## src/rtl/dp_alu_pkg.sv

```systemverilog
package dp_alu_pkg;

  typedef enum logic [3:0] {
    OP_AND = 4'b0000,
    OP_EOR = 4'b0001,
    OP_SUB = 4'b0010,
    OP_RSB = 4'b0011,
    OP_ADD = 4'b0100,
    OP_ADC = 4'b0101,
    OP_SBC = 4'b0110,
    OP_RSC = 4'b0111,
    OP_TST = 4'b1000,
    OP_TEQ = 4'b1001,
    OP_CMP = 4'b1010,
    OP_CMN = 4'b1011,
    OP_ORR = 4'b1100,
    OP_MOV = 4'b1101,
    OP_BIC = 4'b1110,
    OP_MVN = 4'b1111
  } dp_op_e;

  localparam int FLG_N = 3;
  localparam int FLG_Z = 2;
  localparam int FLG_C = 1;
  localparam int FLG_V = 0;
  localparam int FLG_W = 4;

  // Compare/test class: flags only, no write-back.
  function automatic logic op_is_test(input logic [3:0] op);
    return op[3:2] == 2'b10;
  endfunction

  // Adder class: the six add/sub codes plus CMP and CMN.
  function automatic logic op_is_arith(input logic [3:0] op);
    return (op[3] == 1'b0 && op[2:1] != 2'b00) || (op[3:1] == 3'b101);
  endfunction

endpackage

```

## src/rtl/dp_addsub.sv

```systemverilog
module dp_addsub
  import dp_alu_pkg::*;
#(
  parameter int WIDTH = 32
) (
  input  logic [3:0]       opcode,
  input  logic [WIDTH-1:0] op_a,
  input  logic [WIDTH-1:0] op_b,
  input  logic             carry_flag,
  output logic [WIDTH-1:0] sum,
  output logic             carry_out,
  output logic             overflow
);
  localparam int MSB = WIDTH - 1;

  logic [WIDTH-1:0] in_x, in_y;
  logic             cin;
  logic [WIDTH:0]   wide;

  // Operand steering: subtraction is x + ~y + cin.
  always_comb begin
    in_x = op_a;
    in_y = op_b;
    cin  = 1'b0;
    unique case (opcode)
      OP_SUB, OP_CMP: begin in_y = ~op_b; cin = 1'b1;       end
      OP_RSB:         begin in_x = op_b;  in_y = ~op_a; cin = 1'b1; end
      OP_ADC:         begin cin = carry_flag;               end
      OP_SBC:         begin in_y = ~op_b; cin = carry_flag; end
      OP_RSC:         begin in_x = op_b;  in_y = ~op_a; cin = carry_flag; end
      default:        begin end
    endcase
  end

  always_comb begin
    wide      = {1'b0, in_x} + {1'b0, in_y} + {{WIDTH{1'b0}}, cin};
    sum       = wide[MSB:0];
    carry_out = wide[WIDTH];
    overflow  = (in_x[MSB] == in_y[MSB]) && (wide[MSB] != in_x[MSB]);
  end

endmodule

```

## src/rtl/dp_logic_unit.sv

```systemverilog
module dp_logic_unit
  import dp_alu_pkg::*;
#(
  parameter int WIDTH = 32
) (
  input  logic [3:0]       opcode,
  input  logic [WIDTH-1:0] op_a,
  input  logic [WIDTH-1:0] op_b,
  output logic [WIDTH-1:0] res
);
  always_comb begin
    unique case (opcode)
      OP_AND, OP_TST: res = op_a & op_b;
      OP_EOR, OP_TEQ: res = op_a ^ op_b;
      OP_ORR:         res = op_a | op_b;
      OP_MOV:         res = op_b;
      OP_BIC:         res = op_a & ~op_b;
      OP_MVN:         res = ~op_b;
      default:        res = '0;
    endcase
  end
endmodule

```

## src/rtl/dp_flag_gen.sv

```systemverilog
module dp_flag_gen
  import dp_alu_pkg::*;
#(
  parameter int WIDTH = 32
) (
  input  logic [3:0]       opcode,
  input  logic [WIDTH-1:0] res,
  input  logic             shift_carry,
  input  logic             add_carry,
  input  logic             add_ovf,
  input  logic [FLG_W-1:0] flags_in,
  input  logic             set_flags,
  input  logic             dest_pc,
  output logic [FLG_W-1:0] flags_next,
  output logic             write_req
);
  logic update;

  always_comb begin
    update     = !dest_pc && (set_flags || op_is_test(opcode));
    write_req  = !op_is_test(opcode);
    flags_next = flags_in;
    if (update) begin
      flags_next[FLG_N] = res[WIDTH-1];
      flags_next[FLG_Z] = (res == '0);
      if (op_is_arith(opcode)) begin
        flags_next[FLG_C] = add_carry;
        flags_next[FLG_V] = add_ovf;
      end else begin
        flags_next[FLG_C] = shift_carry;
      end
    end
  end
endmodule

```

## src/rtl/dp_alu.sv

```systemverilog
module dp_alu
  import dp_alu_pkg::*;
#(
  parameter int WIDTH = 32
) (
  input  logic             clk,
  input  logic             rst,
  input  logic [3:0]       opcode,
  input  logic [WIDTH-1:0] op_a,
  input  logic [WIDTH-1:0] op_b,
  input  logic             shift_carry,
  input  logic [3:0]       flags_in,
  input  logic             set_flags,
  input  logic             dest_pc,
  output logic [WIDTH-1:0] result,
  output logic             result_we,
  output logic [3:0]       flags_out
);
  logic [WIDTH-1:0] add_sum, logic_res, res_mux;
  logic             add_c, add_v, we_nxt;
  logic [FLG_W-1:0] flags_nxt;

  dp_addsub #(.WIDTH(WIDTH)) u_add (
    .opcode(opcode), .op_a(op_a), .op_b(op_b),
    .carry_flag(flags_in[FLG_C]),
    .sum(add_sum), .carry_out(add_c), .overflow(add_v)
  );

  dp_logic_unit #(.WIDTH(WIDTH)) u_logic (
    .opcode(opcode), .op_a(op_a), .op_b(op_b), .res(logic_res)
  );

  assign res_mux = op_is_arith(opcode) ? add_sum : logic_res;

  dp_flag_gen #(.WIDTH(WIDTH)) u_flags (
    .opcode(opcode), .res(res_mux), .shift_carry(shift_carry),
    .add_carry(add_c), .add_ovf(add_v), .flags_in(flags_in),
    .set_flags(set_flags), .dest_pc(dest_pc),
    .flags_next(flags_nxt), .write_req(we_nxt)
  );

  always_ff @(posedge clk) begin
    if (rst) begin
      result    <= '0;
      result_we <= 1'b0;
      flags_out <= '0;
    end else begin
      result    <= res_mux;
      result_we <= we_nxt;
      flags_out <= flags_nxt;
    end
  end

endmodule

```

## config.mk

```make
export PLATFORM = sky130hd
export DESIGN_NAME = dp_alu
export DESIGN_NICKNAME = d
export VERILOG_FILES = /design/src/rtl/dp_alu_pkg.sv /design/src/rtl/dp_addsub.sv /design/src/rtl/dp_logic_unit.sv /design/src/rtl/dp_flag_gen.sv /design/src/rtl/dp_alu.sv
export SDC_FILE = /design/constraint.sdc
export NUM_CORES = 1
export LEC_CHECK = 0
export ABC_AREA = 1
export ABC_CLOCK_PERIOD_IN_PS = 4400
export BUFFER_PORTS_ARGS = -buffer_cell sky130_fd_sc_hd__buf_2
export CAP_MARGIN = 20
export CORE_ASPECT_RATIO = 1.2
export CORE_UTILIZATION = 59
export DETAILED_ROUTE_END_ITERATION = 16
export PLACE_DENSITY_LB_ADDON = 0.08
export SYNTH_ARGS = -nofsm -noshare
export SYNTH_HDL_FRONTEND = slang
export SYNTH_SLANG_ARGS = --single-unit
```

## constraint.sdc

```tcl
create_clock -name clk -period 4.4 [get_ports clk]
set_input_delay 0.22 -clock clk [delete_from_list [all_inputs] [get_ports clk]]
set_output_delay 0.22 -clock clk [all_outputs]
set_load 0.02 [all_outputs]
```

; ---- After elaboration in Yosys (flattened, before gate mapping)
; Cells that the tools add are included.
[word_totals]
reg_bits = 37
inputBits = 77
out_inout_bits = 37
wordCells = 53
[op_classes]
addsub = 2
n_eq_ne = 17
n_mux = 8
bitwise_logic = 7
n_reduce_logical = 16
[op_table]
columns = op, n
row1 = 32-bit case mux with 6 select lines, 1
row2 = 32-bit AND, 2
row3 = 32-bit two-way mux, 2
row4 = 32-bit NOT, 2
row5 = 32-bit case mux with 2 select lines, 1
row6 = 32-bit by 32-bit adder with 33-bit output, 1
row7 = 33-bit by 1-bit adder with 33-bit output, 1
row8 = 32-bit logical NOT, 1
row9 = 32-bit OR, 1
row10 = 32-bit XOR, 1
row11 = "4-bit == test, second input constant", 7
row12 = "4-bit by 3-bit == test with 1-bit output, second input constant", 3
row13 = 3-bit OR reduction, 3
row14 = "4-bit by 2-bit == test with 1-bit output, second input constant", 2
row15 = 2-bit OR reduction, 3
row16 = "4-bit by 1-bit == test with 1-bit output, second input constant", 1
row17 = 4-bit logical NOT, 1
row18 = 4-bit two-way mux, 1
row19 = "3-bit == test, second input constant", 1
row20 = 1-bit logical AND, 3
row21 = "2-bit == test, second input constant", 1
row22 = 1-bit logical NOT, 2
row23 = 1-bit logical OR, 2
row24 = 1-bit two-way mux, 2
row25 = other kinds (5), 5

; ---- Longest topological paths before layout
[logic_depth]
ltp_word = 9
depth_mapped = 28
ltp_nobuf = 26

; ---- Hierarchy
; Synthesis repeated with hierarchy kept, for this count alone.
[hier_totals]
cells_unflattened = 1523
area_unflattened_um2 = 8115.3
[by_module_without_submodules]
columns = module, instances, cells_per_inst, area_each_um2, seq_area_each_um2
row1 = dp_addsub, 1, 618, 3171.8, 0.0
row2 = dp_logic_unit, 1, 557, 2635.0, 0.0
row3 = dp_alu, 1, 294, 2062.0, 740.7
row4 = dp_flag_gen, 1, 54, 246.5, 0.0

; ---- Worst setup path after synthesis
; No wires, ideal clock.
[synth_timing]
path_type = input to register
start = input opcode[1]
end = register flags_out[2]
setup_ns = 0.070
arrival_ns = 3.219
required_ns = 4.330
slack_ns = 1.111
stages = 26
path_buffers = 3
path_cell_list = buf_4 -> nand2_1 -> nor2_1 -> clkbuf_1 -> inv_1 -> clkbuf_1 -> nand2_1 -> a21oi_1 -> fa_1 -> inv_1 -> fa_1 -> nand2_1 -> nand2_1 -> nand3_1 -> nand2_1 -> nand2_1 -> nand2_1 -> nand2_1 -> nand2_1 -> nand2_1 -> nand2_1 -> o21ai_1 -> nand3_1 -> nor2_1 -> nand3_1 -> a21oi_1
[synth_via]
elab_chain_cells = 8
[synth_rtl]
columns = item, line
row1 = from (decl), dp_alu.sv:8  ; input logic [3:0] opcode,
row2 = 4-bit by 2-bit == test with 1-bit output (tied with other cells), dp_addsub.sv:25  ; unique case (opcode)
row3 = 3-bit OR reduction (no line) or 2-bit OR reduction (tied branches), -
row4 = 32-bit case mux with 2 select lines or 32-bit two-way mux (tied branches), dp_addsub.sv:25
row5 = 32-bit by 32-bit adder with 33-bit output, dp_addsub.sv:36  ; wide = {1'b0, in_x} + {1'b0, in_y} + {{WIDTH{1'b0}}, cin};
row6 = 33-bit by 1-bit adder with 33-bit output, dp_addsub.sv:36
row7 = 32-bit two-way mux *, dp_alu.sv:33  ; assign res_mux = op_is_arith(opcode) ? add_sum : logic_res;
row8 = 32-bit logical NOT *, dp_flag_gen.sv:25  ; flags_next[FLG_Z] = (res == '0);
row9 = 4-bit two-way mux *, dp_flag_gen.sv:23  ; if (update) begin
row10 = to (signal assigned), dp_alu.sv:50  ; flags_out <= flags_nxt;
row11 = to (decl), dp_alu.sv:17  ; output logic [3:0] flags_out
; Every way passes the cells marked *; elsewhere a longest branch is shown, timed or not.
; A chain may end at the register's enable or synchronous reset.

; ---- Final worst setup path
[layout_timing]
start = input opcode[0]
end = register flags_out[2]
; Same word-level chain as after synthesis.

==> flow_summary.yaml <==
grt:
  grt_max_degree: 65
  grt_pass1_wl_um: 39700
  grt_usage: 0.4368
  grt-ovfl-total: 0
  antenna_found_initial: 2
  first_global_vias: 8113
timing:
  timing.fmax_mhz: 288.2
  finalCritPeriodShare: 0.7885
  period_minus_slack_ns: 3.469
  finalSetupViolations: 0
  slew_violations: 0
  tightest_slew_ns: 0.9453
  setup_tns_ns: 0
  final-hold-violation-count: 0
  rsz0062_at_grt: "false"
  whs_ns: 0.1734
  slew_headroom: 0.3632
cells_and_area:
  layout-drive-gt1-share: 0.1121
  fillers: 1128
  num-nets-final: 1479
  syn_to_final_growth_pct: 12.05
logic_synthesis:
  synth_ff_type: "dfxtp_1"
  synth.area.mux_share: 0
  ys_seq_elements: 37
  synth_edf_count: 0
  synth_compound_gate_area_share: 0.1874
  synth.distinct_cells: 39
  synth-xor-area-share: 0.01445
  yosysTopAreaCellShare: 0.2527
  synthCells: 1246
  yosysTopAreaCell: "nand2_1"
  yosys.area_share.simple: 0.4161
  synth-seq-area-share: 0.1111
  synth_top_family_by_area: "simple AND/OR/NAND/NOR gates"
  syn-num-nets: 1388
  synth_area_leaders: "nand2_1, ha_1, inv_1"
  synthArstFlopShare: 0
  synth.cell_area_sq_mm: 0.006669
  syn_avg_cell_area_sq_um: 5.352
  synth_adder_area_share: 0.1242
  yosys_warnings: 0
placement:
  gp_congestion: 1.014
  dp_hpwl_um: 19310
  port_buffers: 113
clocking:
  htree_num_levels: 2
  cts_setup_buffers: 0
  cts_sinks: 37
  clkTransAtPathRegs_ns: 0.07
  post_cts_resized: 0
  cts_tree: "built"
  ctsLongestPathBuffers: 2
  cts_made_buffers: 5
  cts_hold_buf: 0
  cts_root_buf: "clkbuf_16"
power_and_ir_drop:
  combPwrFrac: 0.575
  pwr-share-seq: 0.201
  power.density_mw_per_mm2: 259.5
  swShare: 0.4815
  power_frac_clock: 0.223
  switchingPower_uw: 933.5
  peakVddDrop_uv: 178.4
  totalPowerFinal_mw: 1.939
  intPower_mw: 1.005
  p_leak_nw: 4.283
critical_path:
  path_cells: "buf_2, inv_1, nand2_1, nor2_2, nor2_1, inv_1, buf_4, o221ai_1, ha_1, nand2_1, nor2_1, nand3_1, nand3_1, nand2_1, nand4_1, nand2_1, nand2_1, nand2_1, nor2_1, nand2_1, nor2_1, nand3_1, a21oi_1"
  slowest_stage: "ha_1"
  critPathCaptureType: "flop"
  worstSetupPathType: "in2reg"
  required_ns: 4.62
  cp_max_fo: 16
  slowest_delay_ns: 0.42
  startpoint_type: "input port"
  cpMostUsedCell: "nand2_1"
  cp.arrival_ns: 3.69
routing:
  drcViolationCount: 0
  finalWirelength_um: 25250
  wl_per_cell_um: 17.17
  dr.pass1.iters: 5
  viasPerCell: 5.774
  vias: 8494
  ant_nets: 0
  drtIter0Drc: 755
hold_path:
  hold_path.class: "in2reg"
flow_run:
  drv_cap: 0
die:
  ios: 114
  coreArea_sq_mm: 0.01104
  fp.dieArea_sq_mm: 0.01173
  fp-row-count: 42
  fp.dieW_um: 99.06
  start_util: 0.6043
  dieHeight_um: 118.5
outcome:
  status: "finished, final reports clean"
==> metal layers <==
layer	vias to the layer above	part of all wire	track usage	routed length (um)
met5	-	0.00059	0	15
met3	143	0.091	0.07215	2295
met4	2	0.094	0.3713	2363
li1	4203	-	-	-
met1	3672	0.36	0.4813	9217
met2	474	0.45	0.7264	11360
==> area by class of cell <==
| type | count | area [sq um] | share of cell area |
|---|---|---|---|
| multi-input cells | 963 | 4960 | 0.6638 |
| inverters | 207 | 779.5 | 0.1043 |
| flip-flops and latches | 37 | 740.7 | 0.09913 |
| repair buffers | 123 | 653.1 | 0.08741 |
| well taps | 132 | 165.2 | 0.02210 |
| clock buffers | 5 | 125.1 | 0.01674 |
| clock inverters | 3 | 46.29 | 0.006196 |
| diodes | 1 | 2.502 | 0.0003349 |
==> cell usage after synthesis (all sizes together) (5+ instances only) <==
cell     number
nor2        112
ha           63
o21ai        71
xor2         11
clkbuf       19
a31oi         6
a21oi        71
o221ai       31
buf          20
inv         207
nor3         13
a211oi        5
o2111ai       6
nand3        72
dfxtp        37
nand2       453
nand3b       11
nand4        16
==> worst paths after layout <==
kind	from	endpoint	slack, ns	cells past startpoint
worst max-delay path	opcode[0]	flags_out[2]$_SDFF_PP0_	0.93	23
worst min-delay path	flags_in[3]	flags_out[3]$_SDFF_PP0_	0.17	3
==> metrics by stage <==
| step | instance area, sq um | utilization | cells | worst slack, ns |
|---|---|---|---|---|
| final | 7472 | 0.6771 | 1471 | 0.9307 |
| after floorplan | 6669 | - | 1246 | 1.111 |
| after global placement | 7298 | 0.6613 | 1462 | 0.7933 |
| after global routing | 7472 | 0.6771 | 1471 | 0.7187 |
| after CTS | 7470 | 0.6769 | 1470 | 1.063 |
| after detailed placement | 7298 | 0.6613 | 1462 | 0.7772 |
==> layout by cell type, fill, tap and decap left out, types with 5 or more instances in the layout <==
cell,netlist,final
nand3_1,72,72
xor2_1,11,11
nor2_1,109,107
buf_2,9,113
buf_4,5,9
nand3b_1,11,11
nor3_1,13,13
inv_1,202,202
clkbuf_16,0,5
a21oi_1,71,71
a31oi_1,6,6
o221ai_1,31,31
nand2_1,449,449
nand4_1,16,16
dfxtp_1,37,37
ha_1,63,63
o2111ai_1,6,6
o21ai_0,68,68
==> power by group through the flow <==
stage	combinational, mW	clock, mW	sequential (mW)
after global routing	1.23	0.444	0.394
after floorplan	0.692	0	0.455
final	1.12	0.433	0.390
after CTS	1.09	0.429	0.390
after global placement	1.08	0	0.397
after detailed placement	1.08	0	0.397
==> state kept, by name (all words and copies together), names as in the netlist <==
register / count
result_we: 1
flags_out: 4
result: 32
==> critical path: cells and delay by family <==
family,cells,cell delay [ns]
and+or+nand+nor,16,2.21
buffers and inverters,4,0.55
adders and majority gates,1,0.42
AOI/OAI and AO/OA,2,0.27
==> cell families after synthesis <==
kind of cell / after synthesis
AND/OR/NAND/NOR: 680
buffers and inverters: 246
adder cells (fa/ha/maj): 65
flip-flops: 37
AO/OA/AOI/OAI: 207
XOR/XNOR: 11
No activity file was read; power rests on OpenSTA's default activity.
